[src/rtl/sdma_pkg.sv]
`timescale 1ns/1ps
package sdma_pkg;
  localparam int unsigned WORD_SH = 3;

  typedef enum logic {ST_IDLE, ST_RUN} seq_state_e;
  typedef enum logic {DIR_IN, DIR_OUT} xfer_dir_e;

  // words per row from the row field with its low three bits dropped
  function automatic logic [31:0] beats_from_field(input logic [31:0] wfield);
    return wfield + 32'd1;
  endfunction

  // byte mask for an aligned address inside a 2^aw space
  function automatic logic [31:0] span_mask(input int unsigned aw);
    return ((32'h1 << aw) - 32'h1) & ~32'h7;
  endfunction

  // add, wrap into the space and realign to a word
  function automatic logic [31:0] wrap_add(input logic [31:0] base,
                                           input logic [31:0] inc,
                                           input int unsigned aw);
    return (base + inc) & span_mask(aw);
  endfunction
endpackage

[src/rtl/sdma_regs.sv]
`timescale 1ns/1ps
module sdma_regs import sdma_pkg::*; #(
  parameter int unsigned EXT_AW  = 24,
  parameter int unsigned BANK_AW = 12,
  parameter int unsigned LEN_W   = 12,
  parameter int unsigned CNT_W   = 8,
  localparam int unsigned LO_W   = LEN_W + CNT_W,
  localparam int unsigned SKIP_W = 32 - LO_W,
  localparam int unsigned LOCW_W = BANK_AW - WORD_SH + 1
) (
  input  logic                   clk,
  input  logic                   rst_n,
  input  logic                   reg_wr,
  input  logic [1:0]             reg_sel,
  input  logic [31:0]            reg_wdata,
  output logic [31:0]            reg_rdata,
  input  logic                   busy,
  input  logic                   xfer_done,
  output logic                   start_in,
  output logic                   start_out,
  output logic [LOCW_W-1:0]      loc_word,
  output logic [EXT_AW-1:0]      ext_base,
  output logic [LEN_W-4:0]       row_wfield,
  output logic [CNT_W-1:0]       row_cnt,
  output logic [SKIP_W-1:0]      row_skip
);
  localparam logic [LO_W-1:0] FIN_LO = LO_W'((32'h1 << LEN_W) - 32'h8);

  logic [31:0] len_q;
  logic        len_wr;

  assign len_wr    = reg_wr && reg_sel[1] && !busy;
  assign start_in  = len_wr && !reg_sel[0];
  assign start_out = len_wr &&  reg_sel[0];

  always_ff @(posedge clk or negedge rst_n) begin
    if (!rst_n) begin
      loc_word <= '0;
      ext_base <= '0;
      len_q    <= '0;
    end else begin
      if (reg_wr && reg_sel == 2'd0) loc_word <= reg_wdata[BANK_AW:WORD_SH];
      if (reg_wr && reg_sel == 2'd1) ext_base <= {reg_wdata[EXT_AW-1:WORD_SH], 3'b000};
      if (len_wr)         len_q <= reg_wdata;
      else if (xfer_done) len_q <= {len_q[31:LO_W], FIN_LO};
    end
  end

  always_comb begin
    case (reg_sel)
      2'd0:    reg_rdata = 32'({loc_word, 3'b000});
      2'd1:    reg_rdata = 32'(ext_base);
      default: reg_rdata = len_q;
    endcase
  end

  assign row_wfield = len_q[LEN_W-1:WORD_SH];
  assign row_cnt    = len_q[LO_W-1:LEN_W];
  assign row_skip   = len_q[31:LO_W];


  fin_len_chk: assert property (@(posedge clk) disable iff (!rst_n)
    xfer_done |=> (len_q[LO_W-1:0] == FIN_LO) && $stable(len_q[31:LO_W]));

  busy_wr_chk: assert property (@(posedge clk) disable iff (!rst_n)
    busy && reg_wr && reg_sel[1] && !xfer_done |=> $stable(len_q));

  launch_busy_chk: assert property (@(posedge clk) disable iff (!rst_n)
    (start_in || start_out) |=> busy);
endmodule

[src/rtl/sdma_seq.sv]
`timescale 1ns/1ps
module sdma_seq import sdma_pkg::*; #(
  parameter int unsigned EXT_AW  = 24,
  parameter int unsigned BANK_AW = 12,
  parameter int unsigned LEN_W   = 12,
  parameter int unsigned CNT_W   = 8,
  parameter int unsigned DW      = 64,
  localparam int unsigned SKIP_W = 32 - LEN_W - CNT_W,
  localparam int unsigned IDX_W  = BANK_AW - WORD_SH,
  localparam int unsigned BEAT_W = LEN_W - WORD_SH
) (
  input  logic               clk,
  input  logic               rst_n,
  input  logic               start_in,
  input  logic               start_out,
  input  logic [IDX_W:0]     loc_word,
  input  logic [EXT_AW-1:0]  ext_base,
  input  logic [BEAT_W-1:0]  row_wfield,
  input  logic [CNT_W-1:0]   row_cnt,
  input  logic [SKIP_W-1:0]  row_skip,
  output logic               busy,
  output logic               xfer_done,
  output logic               ext_valid,
  input  logic               ext_ready,
  output logic               ext_we,
  output logic [EXT_AW-1:0]  ext_addr,
  output logic [DW-1:0]      ext_wdata,
  input  logic [DW-1:0]      ext_rdata,
  output logic               lm_we,
  output logic               lm_bank,
  output logic [IDX_W-1:0]   lm_idx,
  output logic [DW-1:0]      lm_wdata,
  input  logic [DW-1:0]      lm_rdata
);
  seq_state_e            state_q;
  xfer_dir_e             dir_q;
  logic [EXT_AW-1:0]     ext_cur;
  logic [IDX_W-1:0]      idx_q;
  logic                  bank_q;
  logic [BEAT_W-1:0]     beat_q;
  logic [CNT_W-1:0]      row_q;

  logic beat_fire, last_beat, last_row, launch;

  assign launch    = start_in || start_out;
  assign beat_fire = (state_q == ST_RUN) && ext_ready;
  assign last_beat = (32'(beat_q) + 32'd1) == beats_from_field(32'(row_wfield));
  assign last_row  = (row_q == row_cnt);
  assign xfer_done = beat_fire && last_beat && last_row;

  always_ff @(posedge clk or negedge rst_n) begin
    if (!rst_n) begin
      state_q <= ST_IDLE;
      dir_q   <= DIR_IN;
      ext_cur <= '0;
      idx_q   <= '0;
      bank_q  <= 1'b0;
      beat_q  <= '0;
      row_q   <= '0;
    end else if (launch) begin
      state_q <= ST_RUN;
      dir_q   <= start_out ? DIR_OUT : DIR_IN;
      ext_cur <= ext_base;
      idx_q   <= loc_word[IDX_W-1:0];
      bank_q  <= loc_word[IDX_W];
      beat_q  <= '0;
      row_q   <= '0;
    end else if (beat_fire) begin
      idx_q <= idx_q + 1'b1;
      if (last_beat) begin
        beat_q  <= '0;
        row_q   <= row_q + 1'b1;
        ext_cur <= EXT_AW'(wrap_add(32'(ext_cur), 32'd8 + 32'(row_skip), EXT_AW));
        if (last_row) state_q <= ST_IDLE;
      end else begin
        beat_q  <= beat_q + 1'b1;
        ext_cur <= EXT_AW'(wrap_add(32'(ext_cur), 32'd8, EXT_AW));
      end
    end
  end

  assign busy      = (state_q == ST_RUN);
  assign ext_valid = busy;
  assign ext_we    = busy && (dir_q == DIR_OUT);
  assign ext_addr  = ext_cur;
  assign ext_wdata = lm_rdata;
  assign lm_we     = beat_fire && (dir_q == DIR_IN);
  assign lm_bank   = bank_q;
  assign lm_idx    = idx_q;
  assign lm_wdata  = ext_rdata;


  req_hold_chk: assert property (@(posedge clk) disable iff (!rst_n)
    ext_valid && !ext_ready |=> ext_valid && $stable(ext_addr) && $stable(lm_idx));

  ext_align_chk: assert property (@(posedge clk) disable iff (!rst_n)
    ext_valid |-> ext_addr[2:0] == 3'b000);

  bank_keep_chk: assert property (@(posedge clk) disable iff (!rst_n)
    ext_valid && !xfer_done |=> $stable(lm_bank));

  lm_dir_chk: assert property (@(posedge clk) disable iff (!rst_n)
    lm_we |-> ext_valid && ext_ready && !ext_we);

  idle_quiet_chk: assert property (@(posedge clk) disable iff (!rst_n)
    !busy |-> !ext_valid && !lm_we);
endmodule

[src/rtl/strided_dma.sv]
`timescale 1ns/1ps
module strided_dma import sdma_pkg::*; #(
  parameter int unsigned EXT_AW  = 24,
  parameter int unsigned BANK_AW = 12,
  parameter int unsigned LEN_W   = 12,
  parameter int unsigned CNT_W   = 8,
  parameter int unsigned DW      = 64,
  localparam int unsigned SKIP_W = 32 - LEN_W - CNT_W,
  localparam int unsigned IDX_W  = BANK_AW - WORD_SH
) (
  input  logic               clk,
  input  logic               rst_n,
  input  logic               reg_wr,
  input  logic [1:0]         reg_sel,
  input  logic [31:0]        reg_wdata,
  output logic [31:0]        reg_rdata,
  output logic               busy,
  output logic               ext_valid,
  input  logic               ext_ready,
  output logic               ext_we,
  output logic [EXT_AW-1:0]  ext_addr,
  output logic [DW-1:0]      ext_wdata,
  input  logic [DW-1:0]      ext_rdata,
  output logic               lm_we,
  output logic               lm_bank,
  output logic [IDX_W-1:0]   lm_idx,
  output logic [DW-1:0]      lm_wdata,
  input  logic [DW-1:0]      lm_rdata
);
  logic                     start_in, start_out, xfer_done;
  logic [IDX_W:0]           loc_word;
  logic [EXT_AW-1:0]        ext_base;
  logic [LEN_W-4:0]         row_wfield;
  logic [CNT_W-1:0]         row_cnt;
  logic [SKIP_W-1:0]        row_skip;

  sdma_regs #(.EXT_AW(EXT_AW), .BANK_AW(BANK_AW), .LEN_W(LEN_W), .CNT_W(CNT_W)) u_regs (
    .clk(clk), .rst_n(rst_n), .reg_wr(reg_wr), .reg_sel(reg_sel),
    .reg_wdata(reg_wdata), .reg_rdata(reg_rdata), .busy(busy),
    .xfer_done(xfer_done), .start_in(start_in), .start_out(start_out),
    .loc_word(loc_word), .ext_base(ext_base), .row_wfield(row_wfield),
    .row_cnt(row_cnt), .row_skip(row_skip)
  );

  sdma_seq #(.EXT_AW(EXT_AW), .BANK_AW(BANK_AW), .LEN_W(LEN_W), .CNT_W(CNT_W), .DW(DW)) u_seq (
    .clk(clk), .rst_n(rst_n), .start_in(start_in), .start_out(start_out),
    .loc_word(loc_word), .ext_base(ext_base), .row_wfield(row_wfield),
    .row_cnt(row_cnt), .row_skip(row_skip), .busy(busy), .xfer_done(xfer_done),
    .ext_valid(ext_valid), .ext_ready(ext_ready), .ext_we(ext_we),
    .ext_addr(ext_addr), .ext_wdata(ext_wdata), .ext_rdata(ext_rdata),
    .lm_we(lm_we), .lm_bank(lm_bank), .lm_idx(lm_idx), .lm_wdata(lm_wdata),
    .lm_rdata(lm_rdata)
  );
endmodule

[config.mk]
export PLATFORM = sky130hd
export DESIGN_NAME = strided_dma
export DESIGN_NICKNAME = d
export VERILOG_FILES = /design/src/rtl/sdma_pkg.sv /design/src/rtl/sdma_regs.sv /design/src/rtl/sdma_seq.sv /design/src/rtl/strided_dma.sv
export SDC_FILE = /design/constraint.sdc
export NUM_CORES = 1
export LEC_CHECK = 0
export ABC_AREA = 1
export ABC_CLOCK_PERIOD_IN_PS = 3300
export CELL_PAD_IN_SITES_DETAIL_PLACEMENT = 0
export CELL_PAD_IN_SITES_GLOBAL_PLACEMENT = 2
export CORE_MARGIN = 3
export CORE_UTILIZATION = 33
export DETAILED_ROUTE_END_ITERATION = 12
export DONT_BUFFER_PORTS = 1
export GPL_TIMING_DRIVEN = 0
export PLACE_DENSITY = 0.82
export SLEW_MARGIN = 20
export SYNTH_ARGS = -nofsm -noshare
export SYNTH_HDL_FRONTEND = slang
export SYNTH_SLANG_ARGS = --single-unit
[constraint.sdc]
create_clock -name clk -period 3.3 [get_ports clk]
set_input_delay 0.66 -clock clk [delete_from_list [all_inputs] [get_ports clk]]
set_output_delay 0.66 -clock clk [all_outputs]
set_load 0.02 [all_outputs]
# After elaboration in Yosys (flattened, before gate mapping)
# Cells that the tools add are included.
# Widths: inputs -> output; s select.
word_totals:
  input_bits: 166
  word_cells: 63
  output_inout_bits: 198
  reg_bits: 116
op_classes:
  n_bitwise: 1
  n_reduce_logical: 21
  n_addsub: 8
  muxes: 19
  n_eq_ne: 3
ops:
  columns: ["cell", "count"]
  rows:
  - ["$mux 24", 3]
  - ["$pmux 32 s2", 1]
  - ["$mux 9", 5]
  - ["$eq 32x32->1", 1]
  - ["$mux 32", 1]
  - ["$add 24x24->24", 1]
  - ["$add 24x4->24 const B", 1]
  - ["$mux 8", 3]
  - ["$add 9x1->10 const B", 2]
  - ["$mux 20", 1]
  - ["$add 9x1->9 const B", 2]
  - ["$add 4x12->13 const A", 1]
  - ["$logic_and 1x1->1", 11]
  - ["$add 8x1->8 const B", 1]
  - ["$eq 8x8->1", 1]
  - ["$reduce_bool 2->1", 4]
  - ["$mux 1", 5]
  - ["$reduce_and 3->1", 1]
  - ["$eq 2x1->1 const B", 1]
  - ["$logic_not 1->1", 2]
  - ["$logic_not 2->1", 1]
  - ["$reduce_and 2->1", 1]
  - ["$logic_or 1x1->1", 1]
  - ["$not 1->1", 1]

# Depth between registers and ports, before layout
logic_depth:
  ltp_word: 6
  ltp_mapped: 26
  depth_no_buf: 24

# By module
# Synthesis repeated with hierarchy kept, for this count alone.
hier_totals:
  hier_cells: 1292
  hier_area_um2: 9043.7
modules_own_cells:
  columns: ["module", "seq_area_each_um2", "instances", "cells_per_inst", "area_per_inst_um2"]
  rows:
  - ["sdma_seq", 1326.3, 1, 865, 5769.3]
  - ["sdma_regs", 1576.5, 1, 427, 3274.4]

# Worst setup path after synthesis
# OpenSTA, ideal clock, no wires.
synth_timing:
  path_kind: "reg2reg"
  startpoint: "reg u_seq.beat_q[0]"
  endpoint: "reg u_seq.ext_cur[15], in the netlist u_seq.ext_addr[15]"
  path_slack_ps: 322
  required_time_ps: 3180
  arrival_time_ps: 2858
  setup_time_ps: 120
  path_buffers: 1
  stages_incl_launch_ff: 20
  synth_period_minus_slack_ps: 2978
  cell_sequence: "dfrtp_1 ha_1 xnor2_1 nand3_1 nor2_1 nand3_2 nor2_4 nand3_2 buf_2 nor3b_2 ha_1 a21oi_1 nand2_1 nand2_1 nand4_1 nand2_1 nand2_1 inv_1 nand2_1 a31o_2"
synth_between:
  elab_chain_len: 5
synth_lines:
  columns: ["item", "line", "rtl"]
  rows:
  - ["from (decl)", "sdma_seq.sv:40", "logic [BEAT_W-1:0] beat_q;"]
  - ["from (signal assigned)", "sdma_seq.sv:76", "beat_q <= beat_q + 1'b1;"]
  - ["$add 9x1->10", "sdma_seq.sv:47", "assign last_beat = (32'(beat_q) + 32'd1) == beats_from_field(32'(row_wfield));"]
  - ["$eq 32x32->1", "sdma_seq.sv:47", null]
  - ["$mux 24", "sdma_seq.sv:70", "if (last_beat) begin"]
  - ["$mux 24", "sdma_seq.sv:68", "end else if (beat_fire) begin"]
  - ["$mux 24", "sdma_seq.sv:60", "end else if (launch) begin"]
  - ["to (signal assigned)", "sdma_seq.sv:63", "ext_cur <= ext_base;"]
  - ["to (signal assigned)", "sdma_seq.sv:73", "ext_cur <= EXT_AW'(wrap_add(32'(ext_cur), 32'd8 + 32'(row_skip), EXT_AW));"]
  - ["to (signal assigned)", "sdma_seq.sv:77", "ext_cur <= EXT_AW'(wrap_add(32'(ext_cur), 32'd8, EXT_AW));"]
  - ["to (decl)", "sdma_seq.sv:37", "logic [EXT_AW-1:0] ext_cur;"]
# No other way between the ends. The select of a mux whose other input is x is not followed.
# A chain may end at the register's enable or synchronous reset.

# Final worst setup path
layout_timing:
  startpoint: "reg u_regs.len_q[4]"
  endpoint: "reg u_seq.ext_cur[15], in the netlist u_seq.ext_addr[15]"
layout_between:
  elab_chain_len: 5
layout_lines:
  columns: ["item", "line", "rtl"]
  rows:
  - ["from (decl)", "sdma_regs.sv:29", "logic [31:0] len_q;"]
  - ["from (signal assigned)", "sdma_regs.sv:44", "if (len_wr) len_q <= reg_wdata;"]
  - ["from (signal assigned)", "sdma_regs.sv:45", "else if (xfer_done) len_q <= {len_q[31:LO_W], FIN_LO};"]
  - ["$add 9x1->10", "sdma_pkg.sv:10", "return wfield + 32'd1;"]
  - ["$eq 32x32->1", "sdma_seq.sv:47", null]
  - ["$mux 24", "sdma_seq.sv:70", null]
  - ["$mux 24", "sdma_seq.sv:68", null]
  - ["$mux 24", "sdma_seq.sv:60", null]
# No other way between the ends. The select of a mux whose other input is x is not followed.

==> impl_results.md <==
- Row count: 56
- Nets: approximately 1,300
- Power per cell area: around 750 mW/mm2
- Number of port buffers: 0
- Count of max-cap constraint violations: 0
- Fillers: 2,548
- Gp weighted congestion: 0.8375
- Number of remaining DRC errors: 0
- Layout cells sized above 1: 23.02%
- Worst slack, placed: -0.6805 ns
- Top-Level Pins: roughly 360
- Register cell area after layout: ~0.0028 mm2
- Crit path from: u_regs.len_q[4]$_DFFE_PN0P_
- Area leader, netlist: dfrtp_1
- Req. time, crit path: around 3.6 ns
- Compound-Gate Fraction of Synth Area: about a tenth
- Chip Width: about 160 um
- Die ar.: 0.02590 mm2
- Yosys cell types: 41
- Final cycle utilization of the critical path: 95.74%
- Yosys top cell area share: a little over a third
- Arrival time worst endpoint: ~3.5 ns
- Synth Register Bits: 113
- Simple-gate portion of the synthesized area: 29.25%
- Vert. Die Dim: approximately 160 um
- Routed Antenna Nets: 0
- Hold Fails Final Rpt: 0
- Min Clock Period, post-route: 3.160 ns
- Met3 GRT Util: approximately 5.3%
- DR vias/cell: between 4 and 5
- Critical R2R Capture: u_seq.ext_addr[15]$_DFFE_PN0P_
- Hpwl dp: ~20,000 um
- Antenna Cells: 0
- Synth Cell Area: roughly 0.0079 mm2
- CP endpoint kind: flop
- Relative slew slack: roughly two fifths
- First-pass GRT wire length: slightly below 40,000 um
- Most area-consuming cells after synthesis: dfrtp_1 36%, nand2_1 16%, buf_4 13%
- Clock Tree Buf Depth: 2
- RSZ-0062 raised after global routing: true
- CTS Buf Count: 17
- Met1 Usage GRT: 27.26%
- Static leakage: about 4.6 nW
- Clock-pin slew on the worst setup and hold paths: 0.05 ns
- Status: completed
- Hold WC Path Type: primary input to async pin
- Met2 usage: between 30% and 40%
- Total chip power: around 7.0 mW
- Worst reg2reg startpoint: u_regs.len_q[4]$_DFFE_PN0P_
- Post-Synth XOR/XNOR Area: approximately 2.1%
- DRT iter0 DRCs: between 500 and 600
- Largest net degree at the start of global routing: about 110
- FFs w/ async S/R, synth: 100.0%
- Area of the core: around 0.024 mm2
- Routed via count: approximately 7,300
- Final setup violation count: 0
- CTS tree: done
- Initial Utilization: 33.65%
- Area growth, synth to finish: 17.83%
- VDD IR-drop max: about 330 uV
- EDFF count, synth: 0
- Reg2Reg Setup Slack: approximately 0.14 ns
- Worst Tran Pin Value: between 0.8 and 0.9 ns
- Synth Area in Adders: between 2 and 3%
- WL per Instance: roughly 18 um
- Utilization after layout: 39.65%
- Clk_skew: roughly 0.011 ns
- Total Wirelength: 26,650 um
- Setup Crit Path Kind: flop to flop
- Most used DFF post-synth: dfrtp_1
- Main combinational cell family by area after synthesis: simple AND/OR/NAND/NOR gates
- Min setup slack post-route: ~0.14 ns
- Insertion delay to the later sink of the worst-skew pair: 0.42 ns
- Initial antenna violation count: 0
- Grt total ovfl: 0
- Final TNS setup: 0 ns
- Reg2Reg Depth: 21
- Clk sinks: about 110
- Synth Area per Inst: between 7 and 8 um2
- H-tree levels: 4
- Max Slew Vio Count: 0
- GRT Total Usage: between 10% and 20%
- Cells after Synth: roughly 1,100
- Worst-path fanout max: 10
- Fmax: 316.5 MHz
- Post-synthesis sequential area ratio: 35.69%
- Post-synthesis mux area share: 0%
- DRT Pass-1 Iters: 5
- Vias in the first global route: around 6,700
- Gr busiest metal: met2
- Setup crit start kind: flop
- Yosys warning total: 0
- Clock root buffer: clkbuf_16
- Multi-input gate area: 0.003787 mm2
-- worst max-delay path by stage --
stage | to | cells past startpoint
finish | u_seq.ext_addr[15]$_DFFE_PN0P_ | 21
global route | u_seq.ext_addr[22]$_DFFE_PN0P_ | 21
CTS | u_seq.ext_addr[13]$_DFFE_PN0P_ | 21
detailed placement | u_seq.ext_addr[22]$_DFFE_PN0P_ | 21
global placement | u_seq.ext_addr[22]$_DFFE_PN0P_ | 21
floorplan | u_seq.ext_addr[15]$_DFFE_PN0P_ | 19
-- flip-flops by register name (all words and copies together), names as in the netlist, 8 cells and up --
signal and flops:
u_regs.ext_base 21, u_regs.len_q 32, u_seq.lm_idx 9, u_seq.beat_q 9, u_regs.loc_word 10, u_seq.ext_addr 21
u_seq.row_q 8
-- Yosys cell counts (4+ instances only) --
master    number
xnor2_1       10
ha_1          15
o21bai_1       8
nand2_1      344
buf_2          5
nand3_2        4
a22oi_1        4
xor2_1         9
o211ai_1       8
o22ai_1       11
inv_1        111
nor3_1         9
dfrtp_1      113
nor2_4         4
nand4_1       10
buf_4        133
nand3_1       87
buf_1          6
o221ai_1      10
o21ai_0       61
a21oi_1       31
nand2_2        4
nor2_1        65
nor4_1         4
clkbuf_1      21
-- logic make-up (layout without fill, tap and decap cells) --
logic type	after synthesis	after routing
simple gates	544	544
flops	113	113
compound gates	139	139
fa+ha+maj	16	16
xor+xnor	19	19
other cells	1	3
buf+inv	282	330
-- repair_timing --
action / in CTS / in global routing
hold buffers: 1 / 0
hold endpoints to repair: 113 / 0
resized for setup: 25 / 62
pin swaps: 9 / 22
setup endpoints to repair: 26 / 19
buffers inserted: 9 / 7
cloned: 0 / 0
-- routing by layer --
layer,part of all wire (%),up-vias
met4,1.2,0
met3,8.3,20
met1,44,3495
li1,-,3510
met2,46,282
met5,0,-
-- power by group --
group	switching, mW	leakage, nW	internal [mW]
Clock	0.662	0.270	1.11
Sequential	0.743	1.42	1.82
Combinational	1.62	2.91	1.02
-- per-stage QoR --
| step | hold WS, ns | instance area [um2] | cells |
|---|---|---|---|
| after detailed placement | 0.3690 | 8329 | 1435 |
| after global routing | 0.2023 | 9335 | 1483 |
| after CTS | 0.2258 | 9061 | 1476 |
| final | 0.1257 | 9335 | 1483 |
| after global placement | 0.3695 | 8329 | 1435 |
| after floorplan | 0.3644 | 7930 | 1116 |
-- cell usage in the layout, fill, tap and decap left out, types with 6 or more instances in the layout --
cell,netlist,routed
dfrtp_1,113,104
xor2_1,9,9
xnor2_1,10,9
dfrtp_2,0,9
clkbuf_16,0,17
nand3_2,4,6
nor2_2,3,10
o22ai_1,11,11
o21ai_1,1,8
nor2_4,4,6
o221ai_1,10,10
nand3_1,87,83
o21bai_1,8,8
nand2_1,344,328
inv_1,111,108
buf_4,133,147
nor2_1,65,56
ha_4,0,6
nand2_2,4,18
a21oi_1,31,25
ha_1,15,9
o211ai_1,8,8
buf_1,6,6
clkbuf_1,21,25
nor3_1,9,8
o21ai_0,61,52
nand4_1,10,10
-- area by class of cell --
type,count,area share [%]
plain buffers,168,12.59
repair buffers,17,1.662
flip-flops and latches,113,30.41
clock inverters,5,0.5629
clock buffers,26,5.348
inverters,114,4.584
well taps,319,4.276
multi-input cells,721,40.57
-- worst max-delay path, stage by stage (launching register included) --
cell	delay (ns)
dfrtp_2	0.44
ha_4	0.19
nand2_1	0.08
nor2_2	0.12
inv_2	0.06
nor2_1	0.08
nor2_1	0.05
nand2_1	0.06
nand2_1	0.07
nor2_2	0.18
nand3_4	0.12
buf_12	0.17
nor3_2	0.14
ha_1	0.29
a21o_1	0.20
nand2_1	0.08
nand4_1	0.20
nand2_1	0.14
nand2_2	0.08
inv_2	0.06
nand2_1	0.04
a31o_2	0.19
No activity file was read; power rests on OpenSTA's default activity.
